$ cat config.mk
export PLATFORM = sky130hd
export DESIGN_NAME = mbx_irq_top
export DESIGN_NICKNAME = d
export VERILOG_FILES = /design/src/rtl/mbx_pkg.sv /design/src/rtl/mbx_rst_sync.sv /design/src/rtl/mbx_port_decode.sv /design/src/rtl/mbx_irq_flag.sv /design/src/rtl/mbx_irq_top.sv
export SDC_FILE = /design/constraint.sdc
export NUM_CORES = 1
export LEC_CHECK = 0
export BUFFER_PORTS_ARGS = -buffer_cell sky130_fd_sc_hd__buf_2
export CAP_MARGIN = 10
export CORE_AREA = 2 2 39 41
export DETAILED_ROUTE_END_ITERATION = 7
export DIE_AREA = 0 0 41 43
export PLACE_DENSITY = 0.56
export SKIP_CTS_REPAIR_TIMING = 1
export SKIP_LAST_GASP = 1
export SYNTH_ARGS = -nofsm -noshare
export SYNTH_HDL_FRONTEND = slang
export SYNTH_SLANG_ARGS = --single-unit
$ cat constraint.sdc
create_clock -name clk -period 0.8 [get_ports clk]
set_input_delay 0.2 -clock clk [delete_from_list [all_inputs] [get_ports clk]]
set_output_delay 0.2 -clock clk [all_outputs]
set_load 0.005 [all_outputs]
$ cat src/rtl/mbx_pkg.sv
package mbx_pkg;

  // Port index convention: 0 = port A (owns all-ones minus one),
  // 1 = port B (owns all-ones).
  localparam int unsigned NUM_PORTS = 2;

  typedef struct packed {
    logic post_peer;  // qualified write into the other port's mailbox
    logic ack_own;    // qualified read of this port's own mailbox
  } mbx_evt_t;

endpackage

$ cat src/rtl/mbx_rst_sync.sv
module mbx_rst_sync #(
  parameter int unsigned STAGES = 2
) (
  input  logic clk,
  input  logic rst_n,
  output logic rst_ok
);

  localparam int unsigned NS = (STAGES < 2) ? 2 : STAGES;

  logic [NS-1:0] sync_q;
  logic [NS-1:0] sync_d;

  always_comb begin
    sync_d = {sync_q[NS-2:0], 1'b1};
  end

  always_ff @(posedge clk or negedge rst_n) begin
    if (!rst_n) begin
      sync_q <= '0;
    end else begin
      sync_q <= sync_d;
    end
  end

  assign rst_ok = sync_q[NS-1];

endmodule

$ cat src/rtl/mbx_port_decode.sv
module mbx_port_decode
  import mbx_pkg::*;
#(
  parameter int unsigned          ADDR_W   = 12,
  parameter logic [ADDR_W-1:0]    OWN_MBX  = '1,
  parameter logic [ADDR_W-1:0]    PEER_MBX = '0
) (
  input  logic              sel,
  input  logic              wr,
  input  logic              oe,
  input  logic              busy,
  input  logic [ADDR_W-1:0] addr,
  output mbx_evt_t          evt
);

  logic is_write;
  logic is_read;
  logic hit_own;
  logic hit_peer;

  always_comb begin
    is_write      = sel & wr;
    is_read       = sel & oe & ~wr;
    hit_own       = (addr == OWN_MBX);
    hit_peer      = (addr == PEER_MBX);
    evt.post_peer = is_write & hit_peer & ~busy;
    evt.ack_own   = is_read  & hit_own  & ~busy;
  end

endmodule

$ cat src/rtl/mbx_irq_flag.sv
module mbx_irq_flag (
  input  logic clk,
  input  logic rst_ok,
  input  logic set_i,
  input  logic clr_i,
  output logic irq_n_o
);

  logic flag_q;
  logic flag_d;
  logic flag_en;

  always_comb begin
    flag_en = set_i | clr_i;
    flag_d  = set_i;  // set dominates a same-cycle clear
  end

  always_ff @(posedge clk or negedge rst_ok) begin
    if (!rst_ok) begin
      flag_q <= 1'b0;
    end else if (flag_en) begin
      flag_q <= flag_d;
    end
  end

  assign irq_n_o = ~flag_q;

endmodule

$ cat src/rtl/mbx_irq_top.sv
module mbx_irq_top
  import mbx_pkg::*;
#(
  parameter int unsigned ADDR_W     = 12,
  parameter int unsigned RST_STAGES = 2
) (
  input  logic              clk,
  input  logic              rst_n,
  input  logic              pa_sel,
  input  logic              pa_wr,
  input  logic              pa_oe,
  input  logic              pa_busy,
  input  logic [ADDR_W-1:0] pa_addr,
  input  logic              pb_sel,
  input  logic              pb_wr,
  input  logic              pb_oe,
  input  logic              pb_busy,
  input  logic [ADDR_W-1:0] pb_addr,
  output logic              pa_irq_n,
  output logic              pb_irq_n
);

  localparam logic [ADDR_W-1:0] MBX_HI = {ADDR_W{1'b1}};
  localparam logic [ADDR_W-1:0] MBX_LO = MBX_HI - 1'b1;

  logic rst_ok;

  logic              p_sel  [NUM_PORTS];
  logic              p_wr   [NUM_PORTS];
  logic              p_oe   [NUM_PORTS];
  logic              p_busy [NUM_PORTS];
  logic [ADDR_W-1:0] p_addr [NUM_PORTS];
  mbx_evt_t          p_evt  [NUM_PORTS];
  logic              p_irqn [NUM_PORTS];

  always_comb begin
    p_sel[0]  = pa_sel;   p_sel[1]  = pb_sel;
    p_wr[0]   = pa_wr;    p_wr[1]   = pb_wr;
    p_oe[0]   = pa_oe;    p_oe[1]   = pb_oe;
    p_busy[0] = pa_busy;  p_busy[1] = pb_busy;
    p_addr[0] = pa_addr;  p_addr[1] = pb_addr;
  end

  mbx_rst_sync #(.STAGES(RST_STAGES)) u_rst (
    .clk    (clk),
    .rst_n  (rst_n),
    .rst_ok (rst_ok)
  );

  for (genvar p = 0; p < NUM_PORTS; p++) begin : g_port
    localparam int unsigned    PEER  = NUM_PORTS - 1 - p;
    localparam logic [ADDR_W-1:0] OWN_A  = (p == 0) ? MBX_LO : MBX_HI;
    localparam logic [ADDR_W-1:0] PEER_A = (p == 0) ? MBX_HI : MBX_LO;

    mbx_port_decode #(
      .ADDR_W   (ADDR_W),
      .OWN_MBX  (OWN_A),
      .PEER_MBX (PEER_A)
    ) u_dec (
      .sel  (p_sel[p]),
      .wr   (p_wr[p]),
      .oe   (p_oe[p]),
      .busy (p_busy[p]),
      .addr (p_addr[p]),
      .evt  (p_evt[p])
    );

    mbx_irq_flag u_flag (
      .clk     (clk),
      .rst_ok  (rst_ok),
      .set_i   (p_evt[PEER].post_peer),
      .clr_i   (p_evt[p].ack_own),
      .irq_n_o (p_irqn[p])
    );
  end

  assign pa_irq_n = p_irqn[0];
  assign pb_irq_n = p_irqn[1];

  // Checks relating port stimulus to the registered interrupt outputs.

  // outputs idle while reset is held in the synchronizer
  always_comb begin
    if (!rst_ok) begin
      assert_reset_idle_R1: assert (pa_irq_n && pb_irq_n);
    end
  end

  // qualified A write to the top word raises B's interrupt
  assert_post_to_b_R2: assert property (@(posedge clk) disable iff (!rst_ok)
    (pa_sel && pa_wr && !pa_busy && pa_addr == MBX_HI) |=> !pb_irq_n);

  // qualified B write to the word below the top raises A's interrupt
  assert_post_to_a_R3: assert property (@(posedge clk) disable iff (!rst_ok)
    (pb_sel && pb_wr && !pb_busy && pb_addr == MBX_LO) |=> !pa_irq_n);

  // owner acknowledge without a competing post clears the flag
  assert_ack_b_R4: assert property (@(posedge clk) disable iff (!rst_ok)
    (pb_sel && pb_oe && !pb_wr && !pb_busy && pb_addr == MBX_HI &&
     !(pa_sel && pa_wr && !pa_busy && pa_addr == MBX_HI)) |=> pb_irq_n);

  // a busy port A can never raise B's interrupt (only A posts to B)
  assert_busy_post_R6: assert property (@(posedge clk) disable iff (!rst_ok)
    (pb_irq_n && pa_busy) |=> pb_irq_n);

  // a busy port B cannot drop its own pending interrupt
  assert_busy_ack_R7: assert property (@(posedge clk) disable iff (!rst_ok)
    (!pb_irq_n && pb_busy) |=> !pb_irq_n);

  // with both ports deselected nothing changes
  assert_hold_R11: assert property (@(posedge clk) disable iff (!rst_ok)
    (!pa_sel && !pb_sel) |=> ($stable(pa_irq_n) && $stable(pb_irq_n)));

endmodule

==> summary.md, run 1 <==
| Metric | Value |
|---|---|
| Leakage | `0.2599 nW` |
| CP endpoint kind | `output port` |
| CTS H-tree lvls | `1` |
| Unique cell type count in the Yosys netlist | `11` |
| Post-layout util | `0.3553` |
| Total track usage | `0.09293` |
| Sink Count | `4` |
| CP Class | `register to output port` |
| Clock latency on the worst-skew pair | `0.23 ns` |
| Violations in the final reports | `setup timing` |
| Req. time, crit path | `0.60 ns` |
| Iter 0 DRT Violations | `5` |
| Clk slew on worst S/H paths | `0.04 ns` |
| I/O Pins | `36` |
| Syn Nets | `57` |
| CTS tree | `yes` |
| Core footprint | `0.001384 mm2` |
| Fin cells | `82` |
| Placer Congestion | `0.6186` |
| Fin nets | `102` |
| Tmin final | `0.9446 ns` |
| Synthesis-to-finish area growth | `124.6%` |
| Initial antenna violation count | `0` |
| Achievable Freq | `1059 MHz` |
| Vias per cell | `4.134` |
| Via count | `339` |
| Pwr/cell area | `1128 mW/mm2` |
| Max_cap viols | `0` |
| Routed WL | `668 um` |
| Syn_area_per_cell | `9.520 um2` |
| RSZ-0062 raised after global routing | `true` |
| HP Class | `register to async pin` |
| Yosys Warn Count | `0` |
| Clk buf depth | `2` |
| Rows | `14` |
| Crit path max fanout | `2` |
| Avg WL per Cell | `8.146 um` |
| Vias in the first global route | `326` |
| Reg-to-reg slack, setup | `-0.01 ns` |
| First-pass GRT wire length | `1104 um` |
| Pins Over Slew Limit | `0` |
| 1st-pass router iterations | `2` |
| Die Wd | `41 um` |
| Final worst path period share | `1.181` |
| Data arrival, critical path | `0.74 ns` |
| Setup violators final | `4` |
| Drc violations | `0` |
| Total gr overflow | `0` |
| CP Launch Type | `register` |
| IO Port Bufs | `35` |
| Setup ws final | `-0.1446 ns` |
| Seq/Total Area, Yosys | `0.4571` |
| FF+latch count, synth | `4` |
| CTS root buf | `clkbuf_4` |
| Final hold slack | `0.01776 ns` |
| Starting Density | `0.1582` |
| Post-DP HPWL | `616.5 um` |
| Largest net degree at the start of global routing | `3` |
| Synth Cell Area | `219.0 um2` |
| CTS buffer count | `3` |
| Status | `finished with violations` |
| ANT cells | `0` |
| Power, Total | `0.0005549 W` |
| Share of cells above drive strength 1 | `0.6667` |
| Max Clock Skew | `0.001381 ns` |
| Antenna Violating Nets Remaining | `0` |
| Mapped Cells | `23` |
| Placed insts | `77` |
| Setup TNS | `-0.4986 ns` |
| Maximum VDD drop | `0.7691 mV` |
| Hold Fails Final Rpt | `0` |
| Die area | `0.001763 mm2` |
| Chip height | `43 um` |
## layer usage
| metal | track usage | part of all wire |
|---|---|---|
| met1 | 0.07869 | 0.35 |
| met2 | 0.1625 | 0.53 |
| met3 | 0.05236 | 0.12 |
| met4 | 0.04000 | 0 |
| met5 | 0 | 0 |
## Yosys cell counts
library cell	n	share of area
nand4b_1	3	0.12
a32o_1	2	0.091
conb_1	1	0.017
nand2_1	2	0.034
nor2_1	1	0.017
inv_1	3	0.051
nor4_1	1	0.029
nand4_1	2	0.057
nand3_1	3	0.069
dfrtp_1	4	0.46
nor4_2	1	0.057
## cell usage in the layout, fill, tap and decap left out, drive strengths merged
cell type and n:
dlygate4sd3 1, nand4b 3, nor4 2, nor2 1
clkbuf 3, dfrtp 4, a32o 2, nand4 2
conb 1, nand3 3, inv 3, buf 39
nand2 2
## area by class of cell
class | instances | area, um2
fillers | 146 | 892.1
repair buffers | 40 | 215.2
flip-flops and latches | 4 | 100.1
well taps | 16 | 20.02
multi-input cells | 16 | 122.6
inverters | 3 | 11.26
clock buffers | 3 | 22.52
## cells by family (layout without fill, tap and decap cells)
group           after synthesis  count (layout)  synth area share
compound gates                2               2           0.09143
buf+inv                       3              46           0.05142
flops                         4               4            0.4572
other cells                   1               1           0.01713
simple gates                 13              13            0.3829
## critical path, stage by stage, from the launching register on
cell and delay (ns):
dfrtp_1 0.37, inv_1 0.05, buf_2 0.10
## worst paths after layout
| kind | start | to | depth (start not counted) |
|---|---|---|---|
| min in group clk | pa_wr | g_port[1].u_flag.flag_q$_DFFE_PN0P_ | 2 |
| worst min register to register | u_rst.sync_q[1]$_DFF_PN0_ | g_port[1].u_flag.flag_q$_DFFE_PN0P_ | 0 |
| max in group asynchronous | rst_n | u_rst.sync_q[1]$_DFF_PN0_ | 2 |
| worst min-delay path | u_rst.sync_q[1]$_DFF_PN0_ | g_port[1].u_flag.flag_q$_DFFE_PN0P_ | 0 |
| worst max register to register | g_port[1].u_flag.flag_q$_DFFE_PN0P_ | g_port[1].u_flag.flag_q$_DFFE_PN0P_ | 2 |
| worst max-delay path | g_port[0].u_flag.flag_q$_DFFE_PN0P_ | pa_irq_n | 2 |
## registers in the layout, summed over array words and instances, names as in the netlist
register              flops
u_rst.sync_q              2
g_port.u_flag.flag_q      2
## report_power, final
group | leakage, nW | switching [W] | internal, W
Sequential | 0.0513 | 0.00000238 | 0.000209
Clock | 0.0138 | 0.0000709 | 0.000167
Combinational | 0.195 | 0.0000352 | 0.0000704
Total | 0.260 | 0.000109 | 0.000446
## per-stage QoR
step | area (um2) | setup slack [ns]
finish | 491.7 | -0.1446
global route | 491.7 | -0.2178
CTS | 465.4 | -0.1620
detailed placement | 442.9 | -0.3783
global placement | 442.9 | -0.3902
floorplan | 225.2 | -0.1796
Note: power is estimated with default switching activity, not from simulation.
==> inputs of run 2 (changes only) <==
--- a/config.mk
+++ b/config.mk
@@ -10,7 +10,7 @@
 export CORE_AREA = 2 2 39 41
 export DETAILED_ROUTE_END_ITERATION = 7
 export DIE_AREA = 0 0 41 43
-export PLACE_DENSITY = 0.56
+export PLACE_DENSITY = 0.54
 export SKIP_CTS_REPAIR_TIMING = 1
 export SKIP_LAST_GASP = 1
 export SYNTH_ARGS = -nofsm -noshare
==> constraint.sdc (replaced) <==
create_clock -name clk -period 1.1 [get_ports clk]
set_input_delay 0.275 -clock clk [delete_from_list [all_inputs] [get_ports clk]]
set_output_delay 0.275 -clock clk [all_outputs]
set_load 0.005 [all_outputs]
==> run 2 against run 1 <==
Net effect: the run now ends clean; total power fell by 27%; worst hold slack got worse by 0.0046 ns; clock power is 25% lower.
==> summary.md, run 2 (same netlist as run 1, synthesis figures left out) <==
| Metric | Value |
|---|---|
| Vias per cell | `4.188` |
| Logic pwr share | `0.178` |
| CTS root buf | `clkbuf_4` |
| Max stage delay on crit path | `0.37 ns` |
| Critical path launch point | `g_port[0].u_flag.flag_q$_DFFE_PN0P_` |
| 1st-pass router iterations | `4` |
| Power, Total | `0.0004054 W` |
| Iter 0 DRT Violations | `2` |
| Antenna Violating Nets Remaining | `0` |
| CTS buffer count | `3` |
| Setup violators final | `0` |
| CP endpoint kind | `output port` |
| ANT cells | `0` |
| Rows | `14` |
| Die area | `0.001763 mm2` |
| Share of cells above drive strength 1 | `0.6563` |
| Initial antenna violation count | `0` |
| Worst path slowest cell | `dfrtp_1` |
| Fillers | `156` |
| Drc violations | `0` |
| Critical Path, Cell by Cell | `inv_1, buf_2` |
| Reg-to-Reg Start | `g_port[0].u_flag.flag_q$_DFFE_PN0P_` |
| Largest net degree at the start of global routing | `3` |
| Crit path max fanout | `2` |
| Final worst path period share | `0.9336` |
| Switch share | `0.2044` |
| Core footprint | `0.001384 mm2` |
| Max_cap viols | `0` |
| Routed WL | `726 um` |
| Max Clock Skew | `0.006487 ns` |
| CP Class | `register to output port` |
| First-pass GRT wire length | `1173 um` |
| CTS H-tree lvls | `1` |
| Via count | `335` |
| RSZ-0062 raised after global routing | `false` |
| CP Launch Type | `register` |
| IO Port Bufs | `35` |
| Leakage | `0.2399 nW` |
| Post-layout util | `0.3382` |
| P_int | `0.0003225 W` |
| Avg WL per Cell | `9.075 um` |
| Status | `finished clean` |
| I/O Pins | `36` |
| Maximum VDD drop | `0.5709 mV` |
| Hold Fails Final Rpt | `0` |
| Pwr/cell area | `866.4 mW/mm2` |
| Net Sw Power | `0.00008286 W` |
| Fin cells | `80` |
| Commonest non-fill, non-tap cell in the layout | `buf_2` |
| Die Wd | `41 um` |
| HP Class | `register to async pin` |
| Achievable Freq | `973.7 MHz` |
| Vias in the first global route | `364` |
| Clock power frac | `0.443` |
| Clk buf depth | `2` |
| Chip height | `43 um` |
| Total gr overflow | `0` |
| Clk slew on worst S/H paths | `0.04 ns` |
| Pins Over Slew Limit | `0` |
| Placed insts | `76` |
| Sequential share of power | `0.379` |
| Placer Congestion | `0.6731` |
| Commonest cells after routing, fill and taps aside | `buf_2 (35), dfrtp_1 (4)` |
| Synthesis-to-finish area growth | `113.7%` |
| Largest regs | `g_port.u_flag.flag_q x2, u_rst.sync_q x2` |
| Tmin final | `1.027 ns` |
| Req. time, crit path | `0.82 ns` |
| Sink Count | `4` |
| CTS tree | `yes` |
| Fin nets | `100` |
| Data arrival, critical path | `0.75 ns` |
| Post-DP HPWL | `665 um` |
| Total track usage | `0.1027` |
| Reg-to-reg slack, setup | `0.41 ns` |
| Clock latency on the worst-skew pair | `0.23 ns` |
| Starting Density | `0.1582` |
## run 2: cell count changes in the layout (fill, tap and decap cells not counted), sizes merged
cell / before / now
buf: 39 / 37
## run 2: cell type report
class | count | area, um2 | share of cell area
timing repair buffer | 38 | 200.2 | 0.4278
tap | 16 | 20.02 | 0.04278
sequential | 4 | 100.1 | 0.2139
inverter | 3 | 11.26 | 0.02406
clock buffer | 3 | 22.52 | 0.04813
multi-input combinational | 16 | 113.9 | 0.2433
## run 2: worst paths after layout
path                                                            end  cells after the start
worst max register to register  g_port[0].u_flag.flag_q$_DFFE_PN0P_                      1
max in group asynchronous                 u_rst.sync_q[0]$_DFF_PN0_                      2
worst min-delay path            g_port[0].u_flag.flag_q$_DFFE_PN0P_                      0
min in group clk                g_port[0].u_flag.flag_q$_DFFE_PN0P_                      2
worst max-delay path                                       pa_irq_n                      2
worst min register to register  g_port[0].u_flag.flag_q$_DFFE_PN0P_                      0
## run 2: worst max-delay path: cells and delay by family, from the launching register on
family	cells	cell delay [ns]
DFF	1	0.37
buffers and inverters	2	0.15
## run 2: routing by layer
metal,routed length [um],vias up,GRT usage
li1,-,171,-
met1,213,149,0.06169
met2,422,15,0.1813
met3,90,0,0.06283
met4,0,0,0.08667
met5,0,-,0
## run 2: power by group through the flow
| stage | registers (W) | logic [W] | clock network [W] |
|---|---|---|---|
| floorplan | 0.000155 | 0.0000113 | 0 |
| global placement | 0.000156 | 0.0000691 | 0 |
| detailed placement | 0.000156 | 0.0000706 | 0 |
| CTS | 0.000154 | 0.0000708 | 0.000189 |
| global route | 0.000154 | 0.0000812 | 0.000211 |
| finish | 0.000154 | 0.0000723 | 0.000179 |
## run 2: through the flow
stage	area (um2)	hold WS [ns]	setup TNS (ns)	worst slack (ns)
floorplan	225.2	-0.02059	0	0.005169
global placement	435.4	0.02194	-0.2643	-0.1394
detailed placement	435.4	0.02150	-0.2714	-0.1376
CTS	457.9	-0.1842	0	0.05031
global route	467.9	0.03084	0	0.006811
finish	467.9	0.01311	0	0.07302
==> inputs of run 3 (changes only) <==
--- a/config.mk
+++ b/config.mk
@@ -5,12 +5,13 @@
 export SDC_FILE = /design/constraint.sdc
 export NUM_CORES = 1
 export LEC_CHECK = 0
+export ABC_AREA = 1
 export BUFFER_PORTS_ARGS = -buffer_cell sky130_fd_sc_hd__buf_2
 export CAP_MARGIN = 10
 export CORE_AREA = 2 2 39 41
 export DETAILED_ROUTE_END_ITERATION = 7
 export DIE_AREA = 0 0 41 43
-export PLACE_DENSITY = 0.54
+export PLACE_DENSITY = 0.63
 export SKIP_CTS_REPAIR_TIMING = 1
 export SKIP_LAST_GASP = 1
 export SYNTH_ARGS = -nofsm -noshare
==> run 3 against run 2 <==
Net effect: design area up 20%; non-clock buffer count down 2; register-to-register slack better by 0.11 ns; final cell count up 46%; sequential share of layout area down 3.6 points; clock power about the same; core utilization up 6.8 points; fmax up 0.25%; global-route usage down 0.97 points; clock skew down 0.0054 ns; first-iteration DRC count up 100%; largest cell class unchanged; highest routed layer is now met4.
==> summary.md, run 3 <==
| Metric | Value |
|---|---|
| 1st-pass router iterations | `2` |
| Mapped Cells | `62` |
| Routed WL | `692 um` |
| Vias per cell | `3.872` |
| Logic pwr share | `0.221` |
| Most frequent cell after synthesis | `nand2_1` |
| Post-layout util | `0.4060` |
| Pins Over Slew Limit | `0` |
| Placer Congestion | `0.6307` |
| Total track usage | `0.09302` |
| Starting Density | `0.2414` |
| Share of cells above drive strength 1 | `0.4059` |
| Most used DFF post-synth | `dfrtp_1` |
| Max Clock Skew | `0.001055 ns` |
| Post-synth EDFFs | `0` |
| Drc violations | `0` |
| Reg-to-reg slack, setup | `0.52 ns` |
| Chip height | `43 um` |
| Setup violators final | `0` |
| Max_cap viols | `0` |
| Synthesis-to-finish area growth | `68.17%` |
| Die area | `0.001763 mm2` |
| First-pass GRT wire length | `1173 um` |
| Ranking of synthesized cells by area | `nand2_1 (31%), dfrtp_1 (30%), inv_1 (19%)` |
| Vias in the first global route | `387` |
| Reg-to-Reg Start | `g_port[0].u_flag.flag_q$_DFFE_PN0P_` |
| Clk buf depth | `2` |
| Clock power frac | `0.417` |
| FF+latch count, synth | `4` |
| Max stage delay on crit path | `0.37 ns` |
| GR Util met2 | `0.1750` |
| Initial antenna violation count | `0` |
| CTS H-tree lvls | `1` |
| Sequential share of power | `0.362` |
| IO Port Bufs | `35` |
| Synth top cells by count | `nand2_1 (28), inv_1 (17), nor2_1 (5)` |
| Critical Path, Cell by Cell | `inv_1, buf_2` |
| Switch share | `0.2219` |
| Largest net degree at the start of global routing | `3` |
| Reg2reg end | `g_port[0].u_flag.flag_q$_DFFE_PN0P_` |
| DP Area | `529.3 um2` |
| Final Cell Area | `561.8 um2` |
| CP Class | `register to output port` |
| Unique cell type count in the Yosys netlist | `9` |
| CTS buffer count | `3` |
| Ys async rst share | `1.000` |
| Sink Count | `4` |
| Worst path slowest cell | `dfrtp_1` |
| Hold Fails Final Rpt | `0` |
| Rows | `14` |
| Clk slew on worst S/H paths | `0.04 ns` |
| CP Launch Type | `register` |
| Die Wd | `41 um` |
| Syn Nets | `96` |
| Req. time, crit path | `0.82 ns` |
| Tmin final | `1.024 ns` |
| Synth Cell Area | `334.1 um2` |
| I/O Pins | `36` |
| Commonest non-fill, non-tap cell in the layout | `buf_2` |
| Yosys Warn Count | `0` |
| HP Class | `register to async pin` |
| Final worst path period share | `0.9313` |
| GR Util met1 | `0.08882` |
| CTS tree | `yes` |
| Post-DP HPWL | `650.7 um` |
| Met3 usage | `0` |
| Antenna Violating Nets Remaining | `0` |
| Reg2reg path depth | `2` |
| Commonest cells after routing, fill and taps aside | `buf_2 (35), nand2_1 (28), inv_1 (17), nor2_1 (5), dfrtp_1 (4)` |
| Cell taking the most area after synthesis | `nand2_1` |
| Crit path max fanout | `2` |
| Core footprint | `0.001384 mm2` |
| Data arrival, critical path | `0.75 ns` |
| Seq/Total Area, Yosys | `0.2996` |
| Setup TNS | `0 ns` |
| CTS root buf | `clkbuf_4` |
| Via count | `453` |
| Syn_area_per_cell | `5.388 um2` |
| Largest regs | `g_port.u_flag.flag_q x2, u_rst.sync_q x2` |
| Top cell type's share of synthesized area | `0.3146` |
| Status | `finished clean` |
| CP Buf/Inv Count | `2` |
| Fin nets | `137` |
| RSZ-0062 raised after global routing | `false` |
| Fillers | `160` |
| Total gr overflow | `0` |
| Iter 0 DRT Violations | `4` |
| Net Sw Power | `0.00009441 W` |
| Largest delay share family, worst path | `flip-flops` |
| P_int | `0.0003311 W` |
| Power, Total | `0.0004255 W` |
| Clock latency on the worst-skew pair | `0.23 ns` |
| Avg WL per Cell | `5.915 um` |
| CP endpoint kind | `output port` |
| Maximum VDD drop | `0.3672 mV` |
| GRT busiest layer | `met2` |
| Pwr/cell area | `757.5 mW/mm2` |
| ANT cells | `0` |
| Achievable Freq | `976.2 MHz` |
| Leakage | `0.3931 nW` |
[run 3: cell types whose count changed in the layout (fill, tap and decap cells not counted), moves of 3 or more]
cell and delta:
nand2_1 +26, nor2_1 +4, nand4b_1 -3, inv_1 +14, nor2_2 +3
[run 3: final cells by class]
cell class,instances,area (um2),area share
tap,16,20.02,0.03563
sequential,4,100.1,0.1782
timing repair buffer,36,185.2,0.3296
clock buffer,3,22.52,0.04009
multi-input combinational,41,170.2,0.3029
inverter,17,63.81,0.1136
[run 3: worst max-delay path by stage]
stage,startpoint,cells past startpoint,slack [ns],end
final,g_port[1].u_flag.flag_q$_DFFE_PN0P_,2,0.08,pb_irq_n
after global routing,g_port[1].u_flag.flag_q$_DFFE_PN0P_,2,0.02,pb_irq_n
after CTS,g_port[1].u_flag.flag_q$_DFFE_PN0P_,2,0.06,pb_irq_n
after detailed placement,pb_busy,7,0.19,g_port[1].u_flag.flag_q$_DFFE_PN0P_
after global placement,pb_busy,7,0.19,g_port[1].u_flag.flag_q$_DFFE_PN0P_
after floorplan,pa_addr[5],7,0.35,g_port[0].u_flag.flag_q$_DFFE_PN0P_
[run 3: worst register-to-register path, stage by stage (launching register included)]
cell	delay, ns
dfrtp_1	0.36
nand2_1	0.06
nand2_1	0.04
[run 3: power groups by stage]
stage | sequential, W | clock [W] | combinational (W)
floorplan | 0.000155 | 0 | 0.0000307
global placement | 0.000156 | 0 | 0.0000902
detailed placement | 0.000156 | 0 | 0.0000926
CTS | 0.000154 | 0.000186 | 0.0000929
global route | 0.000154 | 0.000188 | 0.000112
finish | 0.000154 | 0.000178 | 0.0000940
[run 3: logic make-up (layout without fill, tap and decap cells)]
| family | after synthesis | after routing | synth area share |
|---|---|---|---|
| buffers and inverters | 17 | 56 | 0.1910 |
| other | 1 | 1 | 0.01123 |
| flip-flops | 4 | 4 | 0.2996 |
| AND/OR/NAND/NOR | 40 | 40 | 0.4982 |
[run 3: per-stage QoR]
stage / hold slack [ns] / cells / worst slack [ns]
5_1_grt: 0.03264 / 117 / 0.02250
3_3_place_gp: 0.02190 / 113 / 0.1889
3_5_place_dp: 0.02125 / 113 / 0.1905
4_1_cts: -0.1862 / 116 / 0.06197
6_report: 0.02204 / 117 / 0.07560
2_1_floorplan: -0.02059 / 62 / 0.3495
[run 3: routing by layer]
| metal | part of all wire | up-vias | routed length (um) |
|---|---|---|---|
| met5 | 0 | - | 0 |
| met4 | 0.025 | 0 | 17 |
| met3 | 0.16 | 2 | 108 |
| met2 | 0.44 | 26 | 302 |
| met1 | 0.38 | 175 | 264 |
| li1 | - | 250 | - |
